===== src/rtl/lburst_pkg.sv =====
package lburst_pkg;

    // Configuration register layout: {early, len_code, latency, sync_en}
    typedef struct packed {
        logic       early_eob;
        logic [1:0] len_code;
        logic [2:0] latency;
        logic       sync_en;
    } cfg_t;

    localparam int CFG_W = $bits(cfg_t);
    localparam cfg_t CFG_DEFAULT = '{early_eob: 1'b0, len_code: 2'd1,
                                     latency: 3'd3, sync_en: 1'b0};

    typedef enum logic [1:0] {ST_IDLE, ST_WAIT, ST_BURST} state_e;

    function automatic logic [3:0] burst_beats(input logic [1:0] code);
        case (code)
            2'd0:    return 4'd2;
            2'd1:    return 4'd4;
            default: return 4'd8;
        endcase
    endfunction

    function automatic logic [2:0] eff_latency(input logic [2:0] lat);
        return (lat == 3'd0) ? 3'd1 : lat;
    endfunction

endpackage


===== src/rtl/lburst_cfg.sv =====
module lburst_cfg
    import lburst_pkg::*;
(
    input  logic             clk,
    input  logic             rst,
    input  logic             wr_i,
    input  logic [CFG_W-1:0] wdata_i,
    input  logic             busy_i,
    output cfg_t             cfg_o
);
    always_ff @(posedge clk) begin
        if (rst)
            cfg_o <= CFG_DEFAULT;
        else if (wr_i && !busy_i)
            cfg_o <= cfg_t'(wdata_i);
    end
endmodule


===== src/rtl/lburst_ctrl.sv =====
module lburst_ctrl
    import lburst_pkg::*;
(
    input  logic       clk,
    input  logic       rst,
    input  logic       cs_i,
    input  logic       start_i,
    input  cfg_t       cfg_i,
    output logic       load_o,
    output logic       eob_hit_o,
    output logic [3:0] beats_o,
    output logic       busy_o
);
    state_e     state_q;
    logic [2:0] wait_q;
    logic [3:0] beat_q;
    logic [3:0] beats_q;
    logic       early_q;
    logic [3:0] mark_idx;

    assign beats_o  = beats_q;
    assign busy_o   = (state_q != ST_IDLE);
    assign load_o   = cs_i && !start_i &&
                      ((state_q == ST_WAIT && wait_q == 3'd0) || state_q == ST_BURST);
    assign mark_idx = beats_q - 4'd1 - {3'd0, early_q};
    assign eob_hit_o = load_o && (beat_q == mark_idx);

    always_ff @(posedge clk) begin
        if (rst) begin
            state_q <= ST_IDLE;
            wait_q  <= '0;
            beat_q  <= '0;
            beats_q <= 4'd2;
            early_q <= 1'b0;
        end else if (!cs_i) begin
            state_q <= ST_IDLE;
        end else if (start_i) begin
            state_q <= ST_WAIT;
            wait_q  <= eff_latency(cfg_i.latency) - 3'd1;
            beat_q  <= '0;
            beats_q <= burst_beats(cfg_i.len_code);
            early_q <= cfg_i.early_eob;
        end else begin
            case (state_q)
                ST_WAIT: begin
                    if (wait_q == 3'd0) begin
                        beat_q  <= 4'd1;
                        state_q <= ST_BURST;
                    end else begin
                        wait_q <= wait_q - 3'd1;
                    end
                end
                ST_BURST: begin
                    beat_q <= beat_q + 4'd1;
                    if (beat_q == beats_q - 4'd1)
                        state_q <= ST_IDLE;
                end
                default: state_q <= ST_IDLE;
            endcase
        end
    end
endmodule


===== src/rtl/lburst_addr.sv =====
module lburst_addr #(
    parameter int AW = 12
) (
    input  logic          clk,
    input  logic          rst,
    input  logic          start_i,
    input  logic [AW-1:0] start_addr_i,
    input  logic          load_i,
    input  logic [3:0]    beats_i,
    output logic [AW-1:0] addr_o
);
    logic [AW-1:0] mask;
    logic [AW-1:0] nxt;

    assign mask = {{(AW-4){1'b0}}, beats_i - 4'd1};
    assign nxt  = (addr_o & ~mask) | ((addr_o + AW'(1)) & mask);

    always_ff @(posedge clk) begin
        if (rst)
            addr_o <= '0;
        else if (start_i)
            addr_o <= start_addr_i;
        else if (load_i)
            addr_o <= nxt;
    end
endmodule


===== src/rtl/lburst_out.sv =====
module lburst_out #(
    parameter int DW = 32
) (
    input  logic          clk,
    input  logic          rst,
    input  logic          cs_i,
    input  logic          start_i,
    input  logic          load_i,
    input  logic          eob_hit_i,
    input  logic [DW-1:0] rdata_i,
    output logic          valid_o,
    output logic          eob_o,
    output logic [DW-1:0] data_o
);
    always_ff @(posedge clk) begin
        if (rst || !cs_i || start_i) begin
            valid_o <= 1'b0;
            eob_o   <= 1'b0;
            if (rst) data_o <= '0;
        end else begin
            valid_o <= load_i;
            eob_o   <= load_i && eob_hit_i;
            if (load_i) data_o <= rdata_i;
        end
    end
endmodule


===== src/rtl/lburst_seq.sv =====
module lburst_seq
    import lburst_pkg::*;
#(
    parameter int AW = 12,
    parameter int DW = 32
) (
    input  logic             clk,
    input  logic             rst,
    input  logic             chip_sel_i,
    input  logic             out_en_i,
    input  logic             addr_strobe_i,
    input  logic [AW-1:0]    start_addr_i,
    input  logic             cfg_wr_i,
    input  logic [CFG_W-1:0] cfg_wdata_i,
    output logic [AW-1:0]    mem_addr_o,
    input  logic [DW-1:0]    mem_rdata_i,
    output logic [DW-1:0]    data_o,
    output logic             data_drive_o,
    output logic             eob_n_o,
    output logic             eob_drive_o
);
    cfg_t       cfg_q;
    logic       busy;
    logic       strobe_ok;
    logic       load;
    logic       eob_hit;
    logic [3:0] beats;
    logic       valid_q;
    logic       eob_q;

    assign strobe_ok = addr_strobe_i && chip_sel_i && cfg_q.sync_en;

    lburst_cfg u_cfg (
        .clk(clk), .rst(rst), .wr_i(cfg_wr_i), .wdata_i(cfg_wdata_i),
        .busy_i(busy), .cfg_o(cfg_q)
    );

    lburst_ctrl u_ctrl (
        .clk(clk), .rst(rst), .cs_i(chip_sel_i), .start_i(strobe_ok),
        .cfg_i(cfg_q), .load_o(load), .eob_hit_o(eob_hit),
        .beats_o(beats), .busy_o(busy)
    );

    lburst_addr #(.AW(AW)) u_addr (
        .clk(clk), .rst(rst), .start_i(strobe_ok), .start_addr_i(start_addr_i),
        .load_i(load), .beats_i(beats), .addr_o(mem_addr_o)
    );

    lburst_out #(.DW(DW)) u_out (
        .clk(clk), .rst(rst), .cs_i(chip_sel_i), .start_i(strobe_ok),
        .load_i(load), .eob_hit_i(eob_hit), .rdata_i(mem_rdata_i),
        .valid_o(valid_q), .eob_o(eob_q), .data_o(data_o)
    );

    assign data_drive_o = valid_q && out_en_i && chip_sel_i;
    assign eob_drive_o  = out_en_i && chip_sel_i;
    assign eob_n_o      = ~eob_q;
endmodule


===== config.mk =====
export PLATFORM = sky130hd
export DESIGN_NAME = lburst_seq
export DESIGN_NICKNAME = d
export VERILOG_FILES = /design/src/rtl/lburst_pkg.sv /design/src/rtl/lburst_cfg.sv /design/src/rtl/lburst_ctrl.sv /design/src/rtl/lburst_addr.sv /design/src/rtl/lburst_out.sv /design/src/rtl/lburst_seq.sv
export SDC_FILE = /design/constraint.sdc
export NUM_CORES = 1
export LEC_CHECK = 0
export BUFFER_PORTS_ARGS = -buffer_cell sky130_fd_sc_hd__buf_2
export CORE_UTILIZATION = 30
export CTS_BUF_LIST = sky130_fd_sc_hd__clkbuf_2
export DETAILED_ROUTE_END_ITERATION = 6
export GPL_ROUTABILITY_DRIVEN = 0
export PLACE_DENSITY_LB_ADDON = 0.25
export SLEW_MARGIN = 0
export SYNTH_ARGS = -nofsm -noshare
export SYNTH_HDL_FRONTEND = slang
export SYNTH_HIERARCHICAL = 1
export SYNTH_SLANG_ARGS = --single-unit

===== constraint.sdc =====
create_clock -name clk -period 5.7 [get_ports clk]
set_input_delay 0.285 -clock clk [delete_from_list [all_inputs] [get_ports clk]]
set_output_delay 0.285 -clock clk [all_outputs]
set_load 0.03 [all_outputs]

==> flow_summary.html <==
<table>
<tr><th>Metric</th><th>Value</th></tr>
<tr><th colspan="2">Route</th></tr>
<tr><td>Routed wire length</td><td>6100 um</td></tr>
<tr><td>Vias per Instance</td><td>around 4.4</td></tr>
<tr><td>Remaining number of nets flagged by the antenna check after routing</td><td>0</td></tr>
<tr><td>Vias post-DR</td><td>2239</td></tr>
<tr><td>Number of DRC violations after detailed-routing iteration 0</td><td>36</td></tr>
<tr><td>WL per Instance</td><td>11.9 um</td></tr>
<tr><td>Detailed-route DRC error count</td><td>0</td></tr>
<tr><td>TritonRoute pass-1 iters</td><td>4</td></tr>
<tr><th colspan="2">Clocking</th></tr>
<tr><td>Clock transition at path regs</td><td>0.18 ns</td></tr>
<tr><td>Clock latency of the later-clocked register in the worst-skew pair</td><td>0.50 ns</td></tr>
<tr><td>Clock root buffer</td><td>clkbuf_2</td></tr>
<tr><td>CTS tree</td><td>done</td></tr>
<tr><td>Number of clock sinks seen by CTS</td><td>between 60 and 70</td></tr>
<tr><td>Num CTS Buffers</td><td>9</td></tr>
<tr><td>Number of setup buffers added after CTS</td><td>0</td></tr>
<tr><td>Clock buffer depth</td><td>2</td></tr>
<tr><td>Total number of H-tree levels</td><td>3</td></tr>
<tr><th colspan="2">Final layout</th></tr>
<tr><td>Final antenna diode count</td><td>0</td></tr>
<tr><td>Number of standard cells in the final layout excluding fillers</td><td>~510</td></tr>
<tr><td>Final layout net count</td><td>around 440</td></tr>
<tr><td>Finished Cell Area</td><td>between 3000 and 4000 sq um</td></tr>
<tr><td>Share of layout cells above drive strength 1</td><td>0.387</td></tr>
<tr><td>Area added between synthesis and finish</td><td>32.2%</td></tr>
<tr><td>Fill cell total of the finished layout</td><td>approximately 940</td></tr>
<tr><th colspan="2">Critical path</th></tr>
<tr><td>R2R Path Start</td><td>u_ctrl/wait_q[0]</td></tr>
<tr><td>Number of buffer and inverter instances along the worst setup path</td><td>1</td></tr>
<tr><td>Cell-by-cell trace of the critical path</td><td>nor3_2 -&gt; nand3b_1 -&gt; a21o_1 -&gt; nor2_1 -&gt; nand2_1 -&gt; o21bai_2 -&gt; buf_4</td></tr>
<tr><td>CP endpoint kind</td><td>register</td></tr>
<tr><td>Crit path max-delay cell type</td><td>nor2_1</td></tr>
<tr><td>Top cell family by delay on the critical path</td><td>simple AND/OR/NAND/NOR gates</td></tr>
<tr><td>Launching instance or port of the critical path</td><td>u_ctrl/wait_q[0]</td></tr>
<tr><td>Endpoint required time on the critical path</td><td>approximately 5.9 ns</td></tr>
<tr><td>Crit start category</td><td>register</td></tr>
<tr><td>R2r endpoint</td><td>u_out/data_o[31]</td></tr>
<tr><td>Maximum fanout encountered on the critical timing path</td><td>32</td></tr>
<tr><td>Crit path kind</td><td>register to register</td></tr>
<tr><td>Worst Reg-to-Reg Cells</td><td>7</td></tr>
<tr><td>Delay of the slowest critical-path stage</td><td>0.40 ns</td></tr>
<tr><td>Reg-to-reg setup timing slack</td><td>3.37 ns</td></tr>
<tr><td>Data arrival at the endpoint of the critical path</td><td>around 2.5 ns</td></tr>
<tr><th colspan="2">Run status</th></tr>
<tr><td>Run status</td><td>completed</td></tr>
<tr><th colspan="2">Min path</th></tr>
<tr><td>Instance count along the most critical hold path</td><td>3</td></tr>
<tr><td>Worst hold path startpoint</td><td>cfg_wdata_i[4]</td></tr>
<tr><td>Path class of the lowest-slack min-delay path</td><td>input port to register</td></tr>
<tr><td>End of the worst hold path</td><td>u_cfg/cfg_o[4]</td></tr>
<tr><th colspan="2">STA</th></tr>
<tr><td>Worst slew margin relative to its limit</td><td>0.371</td></tr>
<tr><td>Setup tns final</td><td>0 ns</td></tr>
<tr><td>Final number of hold-violating endpoints</td><td>0</td></tr>
<tr><td>Final worst clock skew</td><td>between 0.02 and 0.03 ns</td></tr>
<tr><td>Max Transition Viols Final</td><td>0</td></tr>
<tr><td>Actual transition at the worst max-transition pin</td><td>between 0.9 and 1 ns</td></tr>
<tr><td>Period utilization</td><td>0.408</td></tr>
<tr><td>Top achievable clock speed</td><td>~430 MHz</td></tr>
<tr><td>Setup repair after global routing missed its margin</td><td>no</td></tr>
<tr><td>Setup violations, final</td><td>0</td></tr>
<tr><td>Minimum hold slack</td><td>a little under 0.05 ns</td></tr>
<tr><td>Final min period</td><td>around 2.3 ns</td></tr>
<tr><th colspan="2">Synth</th></tr>
<tr><td>Flip-flop cell with the highest count after synthesis</td><td>dfxtp_1</td></tr>
<tr><td>Warning count from the yosys run</td><td>6</td></tr>
<tr><td>Async set-or-reset flop fraction in the synthesized netlist</td><td>0</td></tr>
<tr><td>Most frequently used cell type in the post-synthesis netlist</td><td>dfxtp_1</td></tr>
<tr><td>Synthesized area</td><td>between 2000 and 3000 sq um</td></tr>
<tr><td>Fraction of post-synthesis cell area in the top cell type by area</td><td>0.328</td></tr>
<tr><td>Share of synthesized area occupied by flip-flops and latches</td><td>0.559</td></tr>
<tr><td>Flops &amp; latches, synth</td><td>66</td></tr>
<tr><td>Mapped Avg Cell Area</td><td>11.5 sq um</td></tr>
<tr><td>Number of nets produced by synthesis</td><td>318</td></tr>
<tr><td>Largest cells by area after synthesis</td><td>edfxtp_1, dfxtp_1, and2_2</td></tr>
<tr><td>Post-synth cell types</td><td>52</td></tr>
<tr><td>Cells after Synth</td><td>256</td></tr>
<tr><td>Area leader, netlist</td><td>edfxtp_1</td></tr>
<tr><td>Number of enable-type register cells in the synthesized netlist</td><td>32</td></tr>
<tr><td>Synth cell count leaders</td><td>dfxtp_1, edfxtp_1, and2_2, nor2_1, mux2i_1</td></tr>
<tr><th colspan="2">Power and ir drop</th></tr>
<tr><td>Cell-internal power</td><td>about 0.67 mW</td></tr>
<tr><td>Net Switching</td><td>about 0.25 mW</td></tr>
<tr><td>Peak ir drop on the vdd network</td><td>roughly 0.12 mV</td></tr>
<tr><td>Proportion of power drawn by the clock network</td><td>0.300</td></tr>
<tr><td>Sequential share of power</td><td>0.572</td></tr>
<tr><td>Power density over cell area</td><td>approximately 240 nW/um^2</td></tr>
<tr><td>Combinational fraction of design power</td><td>0.128</td></tr>
<tr><td>Sw frac</td><td>0.272</td></tr>
<tr><td>Leak Pwr</td><td>between 1.5 and 2 nW</td></tr>
<tr><th colspan="2">Floorplanning</th></tr>
<tr><td>Die footprint</td><td>10200 sq um</td></tr>
<tr><td>I/O pin cnt</td><td>between 100 and 150</td></tr>
<tr><td>Standard cell core area</td><td>around 9400 sq um</td></tr>
<tr><td>Horizontal die dimension</td><td>between 100 and 150 um</td></tr>
<tr><td>Y dimension of the die</td><td>around 100 um</td></tr>
<tr><td>Placement row count</td><td>35</td></tr>
<tr><td>Starting Density</td><td>0.313</td></tr>
<tr><th colspan="2">Global routing</th></tr>
<tr><td>Overall routing resource usage</td><td>0.122</td></tr>
<tr><td>Largest net degree at the start of global routing</td><td>39</td></tr>
<tr><td>GR Util met1</td><td>0.164</td></tr>
<tr><td>Global route overflow</td><td>0</td></tr>
<tr><td>Global-route layer with the greatest usage</td><td>met2</td></tr>
<tr><td>Via count of the first global-routing pass</td><td>between 2000 and 2500</td></tr>
<tr><td>Met3 global-route usage</td><td>0.0520</td></tr>
<tr><td>Antenna violations before repair</td><td>0</td></tr>
<tr><td>Global-route wire length before repair</td><td>about 9600 um</td></tr>
<tr><td>Met2 Use GR</td><td>0.180</td></tr>
<tr><th colspan="2">Placed design</th></tr>
<tr><td>Post-Place Cell Area</td><td>~3600 sq um</td></tr>
<tr><td>Inst Count DP</td><td>478</td></tr>
<tr><td>Number of port buffers</td><td>between 100 and 150</td></tr>
<tr><td>HPWL reported at the end of detailed placement</td><td>about 4200 um</td></tr>
<tr><th colspan="2">Run</th></tr>
<tr><td>Max cap viols</td><td>0</td></tr>
</table>
layer usage:
layer	vias to the layer above	wire, um
met4	0	58
met5	-	0
met1	994	3020
li1	1146	-
met2	91	2540
met3	8	485
state kept, by name, indices dropped and copies added, names as in the netlist, named ones only:
signal / flops
u_ctrl/beat_q: 4
u_addr/addr_o: 9
u_out/eob_o: 1
u_ctrl/beats_o: 3
u_ctrl/wait_q: 3
u_ctrl/early_q: 1
u_ctrl/state_q: 2
u_out/valid_o: 1
u_out/data_o: 32
u_cfg/cfg_o: 7
power groups by stage:
stage / Combinational [mW] / Clock (mW) / Sequential, mW
floorplan: 0.0387 / 0 / 0.564
global placement: 0.107 / 0 / 0.534
detailed placement: 0.107 / 0 / 0.534
CTS: 0.114 / 0.288 / 0.524
global route: 0.128 / 0.310 / 0.526
finish: 0.117 / 0.274 / 0.524
through the flow:
stage,util,power [mW],setup slack [ns]
floorplan,-,0.602,2.53
global placement,0.380,0.642,3.44
detailed placement,0.380,0.642,3.37
CTS,0.404,0.926,3.37
global route,0.414,0.964,3.17
finish,0.414,0.916,3.37
kinds of logic after synthesis:
logic type / Yosys count / synth area share
simple gates: 106 / 0.227
flops: 66 / 0.559
compound gates: 34 / 0.0789
buf+inv: 20 / 0.0328
mux: 17 / 0.0584
xor+xnor: 7 / 0.0209
fa+ha+maj: 5 / 0.0213
other cells: 1 / 0.00128
what timing repair did:
item                      in CTS  in global routing
hold buffers                  11                  9
hold endpoints to repair      11                  9
resized for setup              0                  0
placed cells by master, fill, tap and decap left out, types with 5 or more instances in the layout:
master / n
and2_1: 12
nand3_1: 6
and2_2: 22
nand2_1: 7
xor2_1: 5
inv_1: 8
nand2b_1: 7
clkbuf_2: 9
dlygate4sd3_1: 20
nor2_1: 22
a21oi_1: 9
mux2i_1: 16
dfxtp_1: 34
ha_1: 5
edfxtp_1: 32
buf_2: 103
how the worst max path moves through the flow:
stage | endpoint | slack [ns] | depth (start not counted)
CTS | u_out/data_o[3] | 3.37 | 7
finish | u_out/data_o[31] | 3.37 | 7
global placement | u_out/data_o[11] | 3.44 | 7
detailed placement | u_out/data_o[11] | 3.37 | 7
floorplan | u_out/data_o[0] | 2.53 | 6
global route | u_out/data_o[11] | 3.17 | 7
final cells by class:
cell class	instances	area (sq um)	area share
timing repair buffer	125	731	0.188
multi-input combinational	170	1200	0.309
inverter	8	30.0	0.00774
tap	129	161	0.0416
clock buffer	9	45.0	0.0116
clock inverter	7	68.8	0.0177
sequential	66	1640	0.423
worst reg2reg max path, delay by kind of cell, from the launching register on:
| family | cells | cell delay [ns] |
|---|---|---|
| compound gates | 2 | 0.36 |
| simple gates | 4 | 0.91 |
| buf+inv | 1 | 0.37 |
| flops | 1 | 0.37 |
(Power assumes the default switching activity.)
